**config.mk**
```make
export PLATFORM = sky130hd
export DESIGN_NAME = snd_bus_unit
export DESIGN_NICKNAME = d
export VERILOG_FILES = /design/src/rtl/snd_bus_pkg.sv /design/src/rtl/sbu_addr_gen.sv /design/src/rtl/sbu_target.sv /design/src/rtl/sbu_cycle.sv /design/src/rtl/snd_bus_unit.sv
export SDC_FILE = /design/constraint.sdc
export NUM_CORES = 1
export LEC_CHECK = 0
export ABC_AREA = 0
export BUFFER_PORTS_ARGS = -buffer_cell sky130_fd_sc_hd__buf_2
export CAP_MARGIN = 0
export CELL_PAD_IN_SITES_DETAIL_PLACEMENT = 0
export CELL_PAD_IN_SITES_GLOBAL_PLACEMENT = 1
export CORE_MARGIN = 2
export CORE_UTILIZATION = 36
export CTS_CLUSTER_DIAMETER = 80
export CTS_CLUSTER_SIZE = 30
export DETAILED_ROUTE_END_ITERATION = 10
export GPL_ROUTABILITY_DRIVEN = 0
export MAX_ROUTING_LAYER = met4
export PLACE_DENSITY_LB_ADDON = 0.05
export SLEW_MARGIN = 5
export SYNTH_ARGS = -nofsm -noshare
export SYNTH_HDL_FRONTEND = slang
export SYNTH_SLANG_ARGS = --single-unit
```
**constraint.sdc**
```tcl
create_clock -name clk -period 4.5 [get_ports clk]
set_input_delay 0.225 -clock clk [delete_from_list [all_inputs] [get_ports clk]]
set_output_delay 0.225 -clock clk [all_outputs]
set_load 0.01 [all_outputs]
```
**src/rtl/snd_bus_pkg.sv**
```systemverilog
// Shared types for the sound CPU memory bus unit.
// Assumes the request opcode encoding is fixed by the CPU core side.
package snd_bus_pkg;
    typedef enum logic [2:0] {
        OP_IDLE  = 3'd0,
        OP_READ  = 3'd1,
        OP_WRITE = 3'd2,
        OP_PUSH  = 3'd3,
        OP_POP   = 3'd4,
        OP_FETCH = 3'd5
    } bus_op_e;

    typedef enum logic [1:0] {
        SRC_RAM = 2'd0,
        SRC_IO  = 2'd1,
        SRC_ROM = 2'd2
    } rd_src_e;
endpackage

```
**src/rtl/sbu_addr_gen.sv**
```systemverilog
// Effective address generator: holds SP and PC and forms the bus address
// from absolute, direct-page, stack or fetch modes.
// Assumes loads of SP/PC take priority over the update of the same register.
module sbu_addr_gen
    import snd_bus_pkg::*;
#(
    parameter int ADDR_W = 16,
    parameter int DATA_W = 8,
    parameter logic [7:0] SP_RST = 8'hFF,
    parameter logic [15:0] PC_RST = 16'hFFC0
) (
    input  logic              clk,
    input  logic              rst_n,
    input  logic              req_valid,
    input  bus_op_e           op,
    input  logic [ADDR_W-1:0] req_addr,
    input  logic              req_dp,
    input  logic              dp_page,
    input  logic              sp_load,
    input  logic [DATA_W-1:0] sp_value,
    input  logic              pc_load,
    input  logic [ADDR_W-1:0] pc_value,
    output logic [ADDR_W-1:0] bus_addr,
    output logic              mem_rd,
    output logic              mem_wr,
    output logic [DATA_W-1:0] sp_q,
    output logic [ADDR_W-1:0] pc_q
);
    localparam int PAGE_W = ADDR_W - DATA_W;
    localparam logic [PAGE_W-1:0] STACK_PAGE = PAGE_W'(1);

    logic [DATA_W-1:0] sp_inc;
    assign sp_inc = sp_q + 1'b1;

    // Select the effective address for the requested mode.
    always_comb begin
        bus_addr = req_addr;
        unique case (op)
            OP_READ, OP_WRITE:
                if (req_dp) bus_addr = {{(PAGE_W-1){1'b0}}, dp_page, req_addr[DATA_W-1:0]};
            OP_PUSH:  bus_addr = {STACK_PAGE, sp_q};
            OP_POP:   bus_addr = {STACK_PAGE, sp_inc};
            OP_FETCH: bus_addr = pc_q;
            default:  bus_addr = req_addr;
        endcase
    end

    // Classify the request as a memory read or memory store.
    always_comb begin
        mem_rd = req_valid && (op == OP_READ || op == OP_POP || op == OP_FETCH);
        mem_wr = req_valid && (op == OP_WRITE || op == OP_PUSH);
    end

    // Stack pointer: load, post-decrement on push, pre-increment on pop.
    always_ff @(posedge clk) begin
        if (!rst_n)                         sp_q <= SP_RST;
        else if (sp_load)                   sp_q <= sp_value;
        else if (req_valid && op == OP_PUSH) sp_q <= sp_q - 1'b1;
        else if (req_valid && op == OP_POP)  sp_q <= sp_inc;
    end

    // Program counter: load, or advance after each fetch.
    always_ff @(posedge clk) begin
        if (!rst_n)                          pc_q <= PC_RST;
        else if (pc_load)                    pc_q <= pc_value;
        else if (req_valid && op == OP_FETCH) pc_q <= pc_q + 1'b1;
    end

    AST_PUSH_DEC: assert property (@(posedge clk) disable iff (!rst_n)
        (req_valid && op == OP_PUSH && !sp_load) |=> (sp_q == $past(sp_q) - 8'd1));
    AST_POP_INC: assert property (@(posedge clk) disable iff (!rst_n)
        (req_valid && op == OP_POP && !sp_load) |=> (bus_addr[DATA_W-1:0] != $past(bus_addr[DATA_W-1:0]) || op != OP_POP || sp_q == $past(sp_q) + 8'd1));
    AST_FETCH_INC: assert property (@(posedge clk) disable iff (!rst_n)
        (req_valid && op == OP_FETCH && !pc_load) |=> (pc_q == $past(pc_q) + 16'd1));
    AST_DP_PAGE: assert property (@(posedge clk) disable iff (!rst_n)
        (req_valid && req_dp && (op == OP_READ || op == OP_WRITE)) |-> (bus_addr[ADDR_W-1:DATA_W+1] == '0));
endmodule

```
**src/rtl/sbu_target.sv**
```systemverilog
// Target decoder and read-return path: steers each access to RAM, the I/O
// window or the boot ROM overlay, mirrors stores into RAM, and registers the
// selected read data. Assumes all three sources answer in the request cycle.
module sbu_target
    import snd_bus_pkg::*;
#(
    parameter int ADDR_W = 16,
    parameter int DATA_W = 8,
    parameter int IO_AW  = 4,
    parameter int ROM_AW = 6,
    parameter logic [15:0] IO_BASE = 16'h00F0
) (
    input  logic              clk,
    input  logic              rst_n,
    input  logic [ADDR_W-1:0] bus_addr,
    input  logic              mem_rd,
    input  logic              mem_wr,
    input  logic [DATA_W-1:0] wdata,
    input  logic              rom_en_wr,
    input  logic              rom_en_val,
    input  logic [DATA_W-1:0] ram_rdata,
    input  logic [DATA_W-1:0] io_rdata,
    input  logic [DATA_W-1:0] rom_rdata,
    output logic [ADDR_W-1:0] ram_addr,
    output logic              ram_we,
    output logic [DATA_W-1:0] ram_wdata,
    output logic              io_sel,
    output logic [IO_AW-1:0]  io_addr,
    output logic              io_we,
    output logic [DATA_W-1:0] io_wdata,
    output logic [ROM_AW-1:0] rom_addr,
    output logic [DATA_W-1:0] rdata,
    output logic              rvalid
);
    localparam int IO_TAG_W = ADDR_W - IO_AW;
    localparam logic [IO_TAG_W-1:0] IO_TAG = IO_BASE[ADDR_W-1:IO_AW];

    logic    rom_en;
    logic    io_hit;
    logic    rom_hit;
    rd_src_e src;
    logic [DATA_W-1:0] rd_mux;

    // Region match for the I/O window and the enabled ROM overlay.
    always_comb begin
        io_hit  = (bus_addr[ADDR_W-1:IO_AW] == IO_TAG);
        rom_hit = rom_en && (&bus_addr[ADDR_W-1:ROM_AW]);
    end

    // Drive the RAM, I/O and ROM ports; every store goes to RAM.
    always_comb begin
        ram_addr  = bus_addr;
        ram_we    = mem_wr;
        ram_wdata = wdata;
        io_sel    = (mem_rd || mem_wr) && io_hit;
        io_we     = mem_wr && io_hit;
        io_addr   = bus_addr[IO_AW-1:0];
        io_wdata  = wdata;
        rom_addr  = bus_addr[ROM_AW-1:0];
    end

    // Pick the read source, I/O window first, then ROM, then RAM.
    always_comb begin
        if (io_hit)       src = SRC_IO;
        else if (rom_hit) src = SRC_ROM;
        else              src = SRC_RAM;
        unique case (src)
            SRC_IO:  rd_mux = io_rdata;
            SRC_ROM: rd_mux = rom_rdata;
            default: rd_mux = ram_rdata;
        endcase
    end

    // ROM overlay enable flag, set at reset.
    always_ff @(posedge clk) begin
        if (!rst_n)         rom_en <= 1'b1;
        else if (rom_en_wr) rom_en <= rom_en_val;
    end

    // Registered read return.
    always_ff @(posedge clk) begin
        if (!rst_n) begin
            rdata  <= '0;
            rvalid <= 1'b0;
        end else begin
            rvalid <= mem_rd;
            if (mem_rd) rdata <= rd_mux;
        end
    end

    AST_IO_MIRROR: assert property (@(posedge clk) disable iff (!rst_n)
        io_we |-> (ram_we && ram_addr[IO_AW-1:0] == io_addr));
    AST_RVALID_LAT: assert property (@(posedge clk) disable iff (!rst_n)
        mem_rd |=> rvalid);
    AST_ONE_SRC: assert property (@(posedge clk) disable iff (!rst_n)
        $onehot0({io_hit, rom_hit}));
    AST_ROM_FLAG: assert property (@(posedge clk) disable iff (!rst_n)
        rom_en_wr |=> (rom_en == $past(rom_en_val)));
endmodule

```
**src/rtl/sbu_cycle.sv**
```systemverilog
// Bus cycle accounting: turns each request into a step count, advances the
// shared cycle counter and raises the timer and DSP ticks.
// Assumes an idle request of zero cycles is legal and consumes nothing.
module sbu_cycle
    import snd_bus_pkg::*;
#(
    parameter int CNT_W    = 32,
    parameter int IDLE_W   = 4,
    parameter int N_TIMERS = 3
) (
    input  logic                clk,
    input  logic                rst_n,
    input  logic                req_valid,
    input  bus_op_e             op,
    input  logic [IDLE_W-1:0]   idle_cycles,
    output logic [CNT_W-1:0]    cycle_count,
    output logic [IDLE_W-1:0]   tick_step,
    output logic [N_TIMERS-1:0] timer_tick,
    output logic                dsp_tick
);
    logic any_tick;

    // Cycles consumed by this request.
    always_comb begin
        if (!req_valid)         tick_step = '0;
        else if (op == OP_IDLE) tick_step = idle_cycles;
        else                    tick_step = IDLE_W'(1);
        any_tick = (tick_step != '0);
        dsp_tick = any_tick;
    end

    // One strobe per timer.
    for (genvar t = 0; t < N_TIMERS; t++) begin : g_tick
        assign timer_tick[t] = any_tick;
    end

    // Shared cycle counter.
    always_ff @(posedge clk) begin
        if (!rst_n) cycle_count <= '0;
        else        cycle_count <= cycle_count + CNT_W'(tick_step);
    end

    AST_ACCESS_STEP: assert property (@(posedge clk) disable iff (!rst_n)
        (req_valid && op != OP_IDLE) |-> (tick_step == IDLE_W'(1) && &timer_tick && dsp_tick));
    AST_IDLE_STEP: assert property (@(posedge clk) disable iff (!rst_n)
        (req_valid && op == OP_IDLE) |=> (cycle_count == $past(cycle_count) + CNT_W'($past(idle_cycles))));
endmodule

```
**src/rtl/snd_bus_unit.sv**
```systemverilog
// Top of the sound CPU memory bus unit: address generation, target
// decoding with registered read return, and cycle/tick accounting.
// Assumes one request per clock from the CPU core.
module snd_bus_unit
    import snd_bus_pkg::*;
#(
    parameter int ADDR_W   = 16,
    parameter int DATA_W   = 8,
    parameter int IO_AW    = 4,
    parameter int ROM_AW   = 6,
    parameter int CNT_W    = 32,
    parameter int IDLE_W   = 4,
    parameter int N_TIMERS = 3
) (
    input  logic                clk,
    input  logic                rst_n,
    input  logic                req_valid,
    input  logic [2:0]          req_op,
    input  logic [ADDR_W-1:0]   req_addr,
    input  logic                req_dp,
    input  logic [DATA_W-1:0]   req_wdata,
    input  logic [IDLE_W-1:0]   idle_cycles,
    input  logic                dp_page,
    input  logic                sp_load,
    input  logic [DATA_W-1:0]   sp_value,
    input  logic                pc_load,
    input  logic [ADDR_W-1:0]   pc_value,
    input  logic                rom_en_wr,
    input  logic                rom_en_val,
    output logic [DATA_W-1:0]   rdata,
    output logic                rvalid,
    output logic [DATA_W-1:0]   sp_q,
    output logic [ADDR_W-1:0]   pc_q,
    output logic [ADDR_W-1:0]   ram_addr,
    output logic                ram_we,
    output logic [DATA_W-1:0]   ram_wdata,
    input  logic [DATA_W-1:0]   ram_rdata,
    output logic                io_sel,
    output logic [IO_AW-1:0]    io_addr,
    output logic                io_we,
    output logic [DATA_W-1:0]   io_wdata,
    input  logic [DATA_W-1:0]   io_rdata,
    output logic [ROM_AW-1:0]   rom_addr,
    input  logic [DATA_W-1:0]   rom_rdata,
    output logic [CNT_W-1:0]    cycle_count,
    output logic [IDLE_W-1:0]   tick_step,
    output logic [N_TIMERS-1:0] timer_tick,
    output logic                dsp_tick
);
    bus_op_e           op;
    logic [ADDR_W-1:0] bus_addr;
    logic              mem_rd;
    logic              mem_wr;

    assign op = bus_op_e'(req_op);

    sbu_addr_gen #(.ADDR_W(ADDR_W), .DATA_W(DATA_W)) u_addr (
        .clk(clk), .rst_n(rst_n), .req_valid(req_valid), .op(op),
        .req_addr(req_addr), .req_dp(req_dp), .dp_page(dp_page),
        .sp_load(sp_load), .sp_value(sp_value),
        .pc_load(pc_load), .pc_value(pc_value),
        .bus_addr(bus_addr), .mem_rd(mem_rd), .mem_wr(mem_wr),
        .sp_q(sp_q), .pc_q(pc_q)
    );

    sbu_target #(.ADDR_W(ADDR_W), .DATA_W(DATA_W), .IO_AW(IO_AW), .ROM_AW(ROM_AW)) u_target (
        .clk(clk), .rst_n(rst_n), .bus_addr(bus_addr),
        .mem_rd(mem_rd), .mem_wr(mem_wr), .wdata(req_wdata),
        .rom_en_wr(rom_en_wr), .rom_en_val(rom_en_val),
        .ram_rdata(ram_rdata), .io_rdata(io_rdata), .rom_rdata(rom_rdata),
        .ram_addr(ram_addr), .ram_we(ram_we), .ram_wdata(ram_wdata),
        .io_sel(io_sel), .io_addr(io_addr), .io_we(io_we), .io_wdata(io_wdata),
        .rom_addr(rom_addr), .rdata(rdata), .rvalid(rvalid)
    );

    sbu_cycle #(.CNT_W(CNT_W), .IDLE_W(IDLE_W), .N_TIMERS(N_TIMERS)) u_cycle (
        .clk(clk), .rst_n(rst_n), .req_valid(req_valid), .op(op),
        .idle_cycles(idle_cycles), .cycle_count(cycle_count),
        .tick_step(tick_step), .timer_tick(timer_tick), .dsp_tick(dsp_tick)
    );
endmodule

```
==> flow_summary.yaml, run 1 <==
outcome:
  outcome: "finished, final reports clean"
pwr:
  seq_power_share: 0.398
  power.density_nw_per_um2: 289
  combPwrFrac: 0.192
  ir_drop_mv: 0.145
  p_sw_frac: 0.304
  p_leak_nw: 2.61
  post-layout-total-power_mw: 1.61
  power_frac_clock: 0.410
  p_sw_uw: 489
  p_int_mw: 1.12
synth:
  synth_area_per_cell_sq_um: 8.11
  ys_seq_area_frac: 0.289
  synth.top_cell.area_share: 0.289
  async_reset_ff_frac: 0
  yosys.cell_types.count: 68
  synthesis.area_sq_um: 4570
  yosysMostFrequentCell: "dfxtp_1"
  synth_edf_count: 0
  synthFlopType: "dfxtp_1"
  synth_area_leaders: "dfxtp_1 29%, buf_4 5.8%, xnor2_1 5.6%"
  yosys-top-cells-count: "66 x dfxtp_1, 58 x nand2_1, 35 x buf_4"
  yosysTopAreaCell: "dfxtp_1"
  netlist_instances: 563
  syn_nets: 659
  synth-seq-cells: 66
  yosysWarningCount: 0
route:
  totalWireLength_microns: 13600
  vias_per_cell: 5.05
  routedWlPerCell_microns: 15.6
  num_vias: 4410
  met3WireLength_microns: 810
  drc: 0
  top_layer: "met4"
  drt_iter0_markers: 249
  antenna_left: 0
  wl_met1_microns: 6230
  first_pass_iters: 4
  met2WireLength_microns: 6340
clock_network:
  hold_buffers: 0
  h-tree-depth: 3
  clock_sinks: 66
  cts_tree: "yes"
  numCtsBuffers: 9
  clk_pin_slew_worst_paths_ps: 60
  post_cts_buffers: 0
  cts_resized: 0
  clock_path_buffers: 2
  clk_latency_ps: 340
  root_buffer: "clkbuf_16"
layout:
  diodes: 0
  fill_cells: 1342
  seq_area_sq_um: 1320
  synthToLayoutAreaGrowth_pct: 21.7
  layout.nets: 792
  drive_gt1_frac: 0.318
  fin_area_sq_um: 5560
  finalCoreUtilization: 0.444
  multiInputGateArea_sq_um: 2750
timing:
  slew_headroom: 0.272
  setup_viol: 0
  layout_setup_ws_ps: 1480
  finalHoldViolCount: 0
  period_share: 0.670
  timing_max_transition_violations_final: 0
  fin_tns_setup_ps: 0
  clock.fmax_mhz: 332
  worstMarginPinSlew_ps: 1090
  grt_setup_unrepaired: "false"
  fin_crit_ps: 3020
  skew_ps: 6.45
grt:
  first_global_vias: 3947
  grtUsageTotal: 0.204
  antenna_found_initial: 0
  grt_pass1_wl_microns: 20800
  gr-total-overflow: 0
  grt_start_max_net_pins: 67
placed_design:
  pre_cts_slack_ps: 1510
  dp_hpwl_microns: 10400
  portBuffers: 181
  dpl_cell_area_sq_um: 5290
setup_path:
  cp.arrival_ps: 2790
  path_max_fanout: 10
  worstPathRequired_ps: 4280
  critPathKind: "reg2out"
  crit_path_end_kind: "output port"
  start_kind: "flop"
  worst-r2r-cell-count: 8
die:
  start_util: 0.365
  io-pin-count: 206
  core_sq_um: 12500
  rows: 41
  dieArea_sq_um: 13600
  die_y_microns: 117
  die_w_microns: 117
hold_path:
  min_path_cells: 3
  min_path_type: "in2reg"
run:
  drv_cap: 0
## cells by family (layout without fill, tap and decap cells)
logic type,after synthesis,in the layout,share of synthesized area
AO/OA/AOI/OAI,111,111,0.163
AND/OR/NAND/NOR,227,227,0.280
multiplexers,22,22,0.0488
flip-flops,66,66,0.289
XOR/XNOR,44,44,0.0844
adder cells (fa/ha/maj),9,9,0.0260
buffers and inverters,84,222,0.109
## state kept, by name (all words and copies together) (netlist names)
register             count
u_addr.sp_q              8
u_target.rdata           8
u_target.rom_en          1
u_addr.pc_q             16
u_cycle.cycle_count     32
u_target.rvalid          1
## area by class of cell
class,count,share of cell area
multi-input combinational,413,0.494
sequential,66,0.238
timing repair buffer,182,0.164
clock buffer,10,0.0412
tap,172,0.0387
inverter,24,0.0162
clock inverter,6,0.00765
## worst max-delay path, stage by stage (launching register included)
cell and delay [ps]:
dfxtp_1 550, ha_1 290, nand3_1 240, nor3_1 230, o21ai_0 140, a2bb2oi_2 340
and3_1 260, nand2_1 100, a21oi_1 130, buf_2 150
## path summary, 6_finish.rpt
kind,startpoint,to,slack (ps)
max,u_addr.sp_q[0],io_sel,1480
max reg2reg,u_addr.sp_q[0],u_target.rdata[3],1900
min reg2reg,u_target.rdata[6],u_target.rdata[6],460
min,sp_value[6],u_addr.sp_q[6],90
## cell usage in the layout (no fill, tap or decap), drive strengths merged, types with 6 or more instances in the layout
| cell | Yosys | layout |
|---|---|---|
| a21boi | 7 | 7 |
| a21oi | 18 | 18 |
| a22o | 8 | 8 |
| a31oi | 11 | 11 |
| and2 | 33 | 33 |
| and3 | 13 | 13 |
| and4 | 6 | 6 |
| buf | 48 | 182 |
| clkbuf | 12 | 10 |
| dfxtp | 66 | 66 |
| ha | 7 | 7 |
| inv | 24 | 25 |
| mux2i | 20 | 20 |
| nand2 | 59 | 59 |
| nand2b | 7 | 7 |
| nand3 | 20 | 20 |
| nand3b | 9 | 9 |
| nand4 | 13 | 13 |
| nor2 | 22 | 22 |
| nor2b | 12 | 12 |
| nor3 | 8 | 8 |
| nor3b | 7 | 7 |
| o21a | 7 | 7 |
| o21ai | 33 | 33 |
| or3 | 7 | 7 |
| xnor2 | 29 | 29 |
| xor2 | 15 | 15 |
## power groups by stage
stage               registers (mW)  logic (mW)  clock network (mW)
CTS                          0.639       0.312               0.679
finish                       0.639       0.309               0.660
floorplan                    0.648       0.222                   0
global route                 0.643       0.345               0.704
detailed placement           0.652       0.310                   0
global placement             0.652       0.309                   0
## routing by layer
metal | vias to the layer above | global-route usage
met4 | 0 | 0.0729
met3 | 15 | 0.0301
li1 | 2208 | -
met5 | - | -
met2 | 143 | 0.319
met1 | 2044 | 0.269
## through the flow
step / hold slack (ps) / instances
4_1_cts: 87.1 / 873
2_1_floorplan: 350 / 563
3_5_place_dp: 444 / 857
6_report: 94.9 / 873
5_1_grt: 91.7 / 873
3_3_place_gp: 436 / 857
Power figures use the tool's default switching activity.
==> inputs of run 2 (changes only) <==
- ABC_AREA: 0 -> 1
- CORE_UTILIZATION: 36 -> 29
- clock period: 4.5 -> 2.7 ns (I/O delays scaled with it)
==> flow_summary.yaml, run 2 <==
outcome:
  outcome: "finished, final reports clean"
pwr:
  combPwrFrac: 0.211
  p_leak_nw: 3.06
  post-layout-total-power_mw: 3.04
  p_sw_uw: 935
  p_sw_frac: 0.308
  power.density_nw_per_um2: 478
  ir_drop_mv: 0.297
  p_int_mw: 2.10
  seq_power_share: 0.351
  power_frac_clock: 0.438
timing:
  slew_headroom: 0.444
  fin_tns_setup_ps: 0
  clock.fmax_mhz: 404
  setup_viol: 0
  hold_ws_ps: 13.2
  timing_max_transition_violations_final: 0
  finalHoldViolCount: 0
  fin_crit_ps: 2480
  period_share: 0.917
  layout_setup_ws_ps: 224
  worstMarginPinSlew_ps: 831
  skew_ps: 6.10
clock_network:
  clock_path_buffers: 2
  root_buffer: "clkbuf_16"
  cts_tree: "yes"
  clk_pin_slew_worst_paths_ps: 60
  clk_latency_ps: 350
  numCtsBuffers: 9
  clock_sinks: 66
  h-tree-depth: 3
setup_path:
  worstPathRequired_ps: 3000
  rr_startpoint: "u_cycle.cycle_count[0]"
  start_kind: "primary input"
  r2r_end: "u_cycle.cycle_count[20]"
  critPathKind: "in2reg"
  crit_start: "req_op[1]"
  cp.arrival_ps: 2770
  path_max_fanout: 3
  worst-r2r-cell-count: 14
  cp-endpoint: "u_cycle.cycle_count[20]"
  r2r_slack_ps: 350
  crit_path_end_kind: "flop"
route:
  drc: 0
  vias_per_cell: 4.76
  first_pass_iters: 5
  drt_iter0_markers: 264
  num_vias: 5486
  routedWlPerCell_microns: 15.0
  antenna_left: 0
  totalWireLength_microns: 17300
synth:
  synthFlopType: "dfxtp_1"
  yosysMostFrequentCell: "nand2_1"
  synth_edf_count: 0
  yosysWarningCount: 0
  yosys.cell_types.count: 48
  synthesis.area_sq_um: 4820
  synth_area_per_cell_sq_um: 6.43
  yosys-top-cells-count: "157 x nand2_1, 102 x nor2_1, 86 x inv_1"
  netlist_instances: 749
  syn_nets: 845
  ys_seq_area_frac: 0.274
  synth_area_leaders: "dfxtp_1 27%, nand2_1 12%, nor2_1 7.9%"
  yosysTopAreaCell: "dfxtp_1"
  async_reset_ff_frac: 0
  synth.top_cell.area_share: 0.274
  synth-seq-cells: 66
layout:
  fill_cells: 1840
  drive_gt1_frac: 0.310
  layout.nets: 1023
  fin_area_sq_um: 6350
  largest_reg_flops: 32
  finalCoreUtilization: 0.387
  final_common_cell: "buf_2"
  layoutNonFillerInstCount: 1152
  final_cell_mix: "181 x buf_2, 153 x nand2_1, 97 x nor2_1"
  regMostFlops: "u_cycle.cycle_count"
  diodes: 0
  top_regs: "u_cycle.cycle_count (32), u_addr.pc_q (16)"
  synthToLayoutAreaGrowth_pct: 31.9
die:
  io-pin-count: 206
  core_sq_um: 16400
  die_w_microns: 133
  die_y_microns: 133
  dieArea_sq_um: 17700
  start_util: 0.294
  rows: 47
run:
  drv_cap: 0
grt:
  grtUsageTotal: 0.200
  grt_pass1_wl_microns: 27200
  antenna_found_initial: 0
  grt_start_max_net_pins: 41
  gr-total-overflow: 0
  first_global_vias: 5280
placed_design:
  dpl_cell_area_sq_um: 5930
  dp_hpwl_microns: 13700
  dp_cells: 1133
  portBuffers: 181
  pre_cts_slack_ps: -327
hold_path:
  min_path_type: "in2reg"
  min_from: "pc_value[12]"
run 2: area by class of cell:
type                    count  area [sq um]  share of cell area
flip-flops and latches     66          1320               0.208
well taps                 220           275              0.0433
inverters                  91           344              0.0541
multi-input cells         545          2930               0.461
clock buffers              10           239              0.0376
repair buffers            214          1160               0.182
clock inverters             6          88.8              0.0140
run 2: worst min path at each step:
stage / depth (start not counted) / endpoint / slack (ps)
after floorplan: 1 / u_target.rom_en / 240
after global routing: 3 / u_addr.pc_q[12] / 20
final: 3 / u_addr.pc_q[12] / 10
after global placement: 0 / io_wdata[5] / 270
after detailed placement: 0 / io_wdata[5] / 270
after CTS: 3 / u_addr.pc_q[12] / 3
run 2: logic make-up (layout without fill, tap and decap cells):
family	count (synthesis)	in the layout	synth area share
flip-flops	66	66	0.274
XOR/XNOR	17	17	0.0309
AND/OR/NAND/NOR	392	392	0.381
AO/OA/AOI/OAI	128	128	0.157
adder cells (fa/ha/maj)	8	8	0.0223
buffers and inverters	138	321	0.135
run 2: worst max-delay path: stages:
cell,delay [ps]
buf_2,110
nor2_4,40
inv_1,40
nor2_1,40
buf_4,140
inv_1,60
buf_4,100
o21ai_1,60
inv_1,80
ha_2,170
inv_1,70
fa_2,380
nand3b_1,210
nand2_2,110
nand2_2,80
nor2_4,140
nand2_2,70
nor2_2,120
nand3_2,100
nor2_4,150
nand3_2,90
a21oi_2,160
o21a_1,120
run 2: metal layers:
metal  track usage  wire length [microns]
met3        0.0284                    702
met2         0.342                   8700
met4        0.0681                    286
met1         0.241                   7610
met5             -                      0
run 2: power by group through the flow:
stage	Sequential (mW)	Clock, mW	Combinational, mW
after floorplan	1.09	0	0.413
after global placement	1.09	0	0.639
after detailed placement	1.09	0	0.643
after CTS	1.07	1.36	0.648
after global routing	1.07	1.41	0.711
final	1.07	1.33	0.642
run 2: what timing repair did:
item,in CTS,in global routing
endpoints found under the hold margin,1,0
hold buffers,2,0
endpoints found under the setup margin,0,6
gates resized for setup,0,20
buffers inserted,0,1
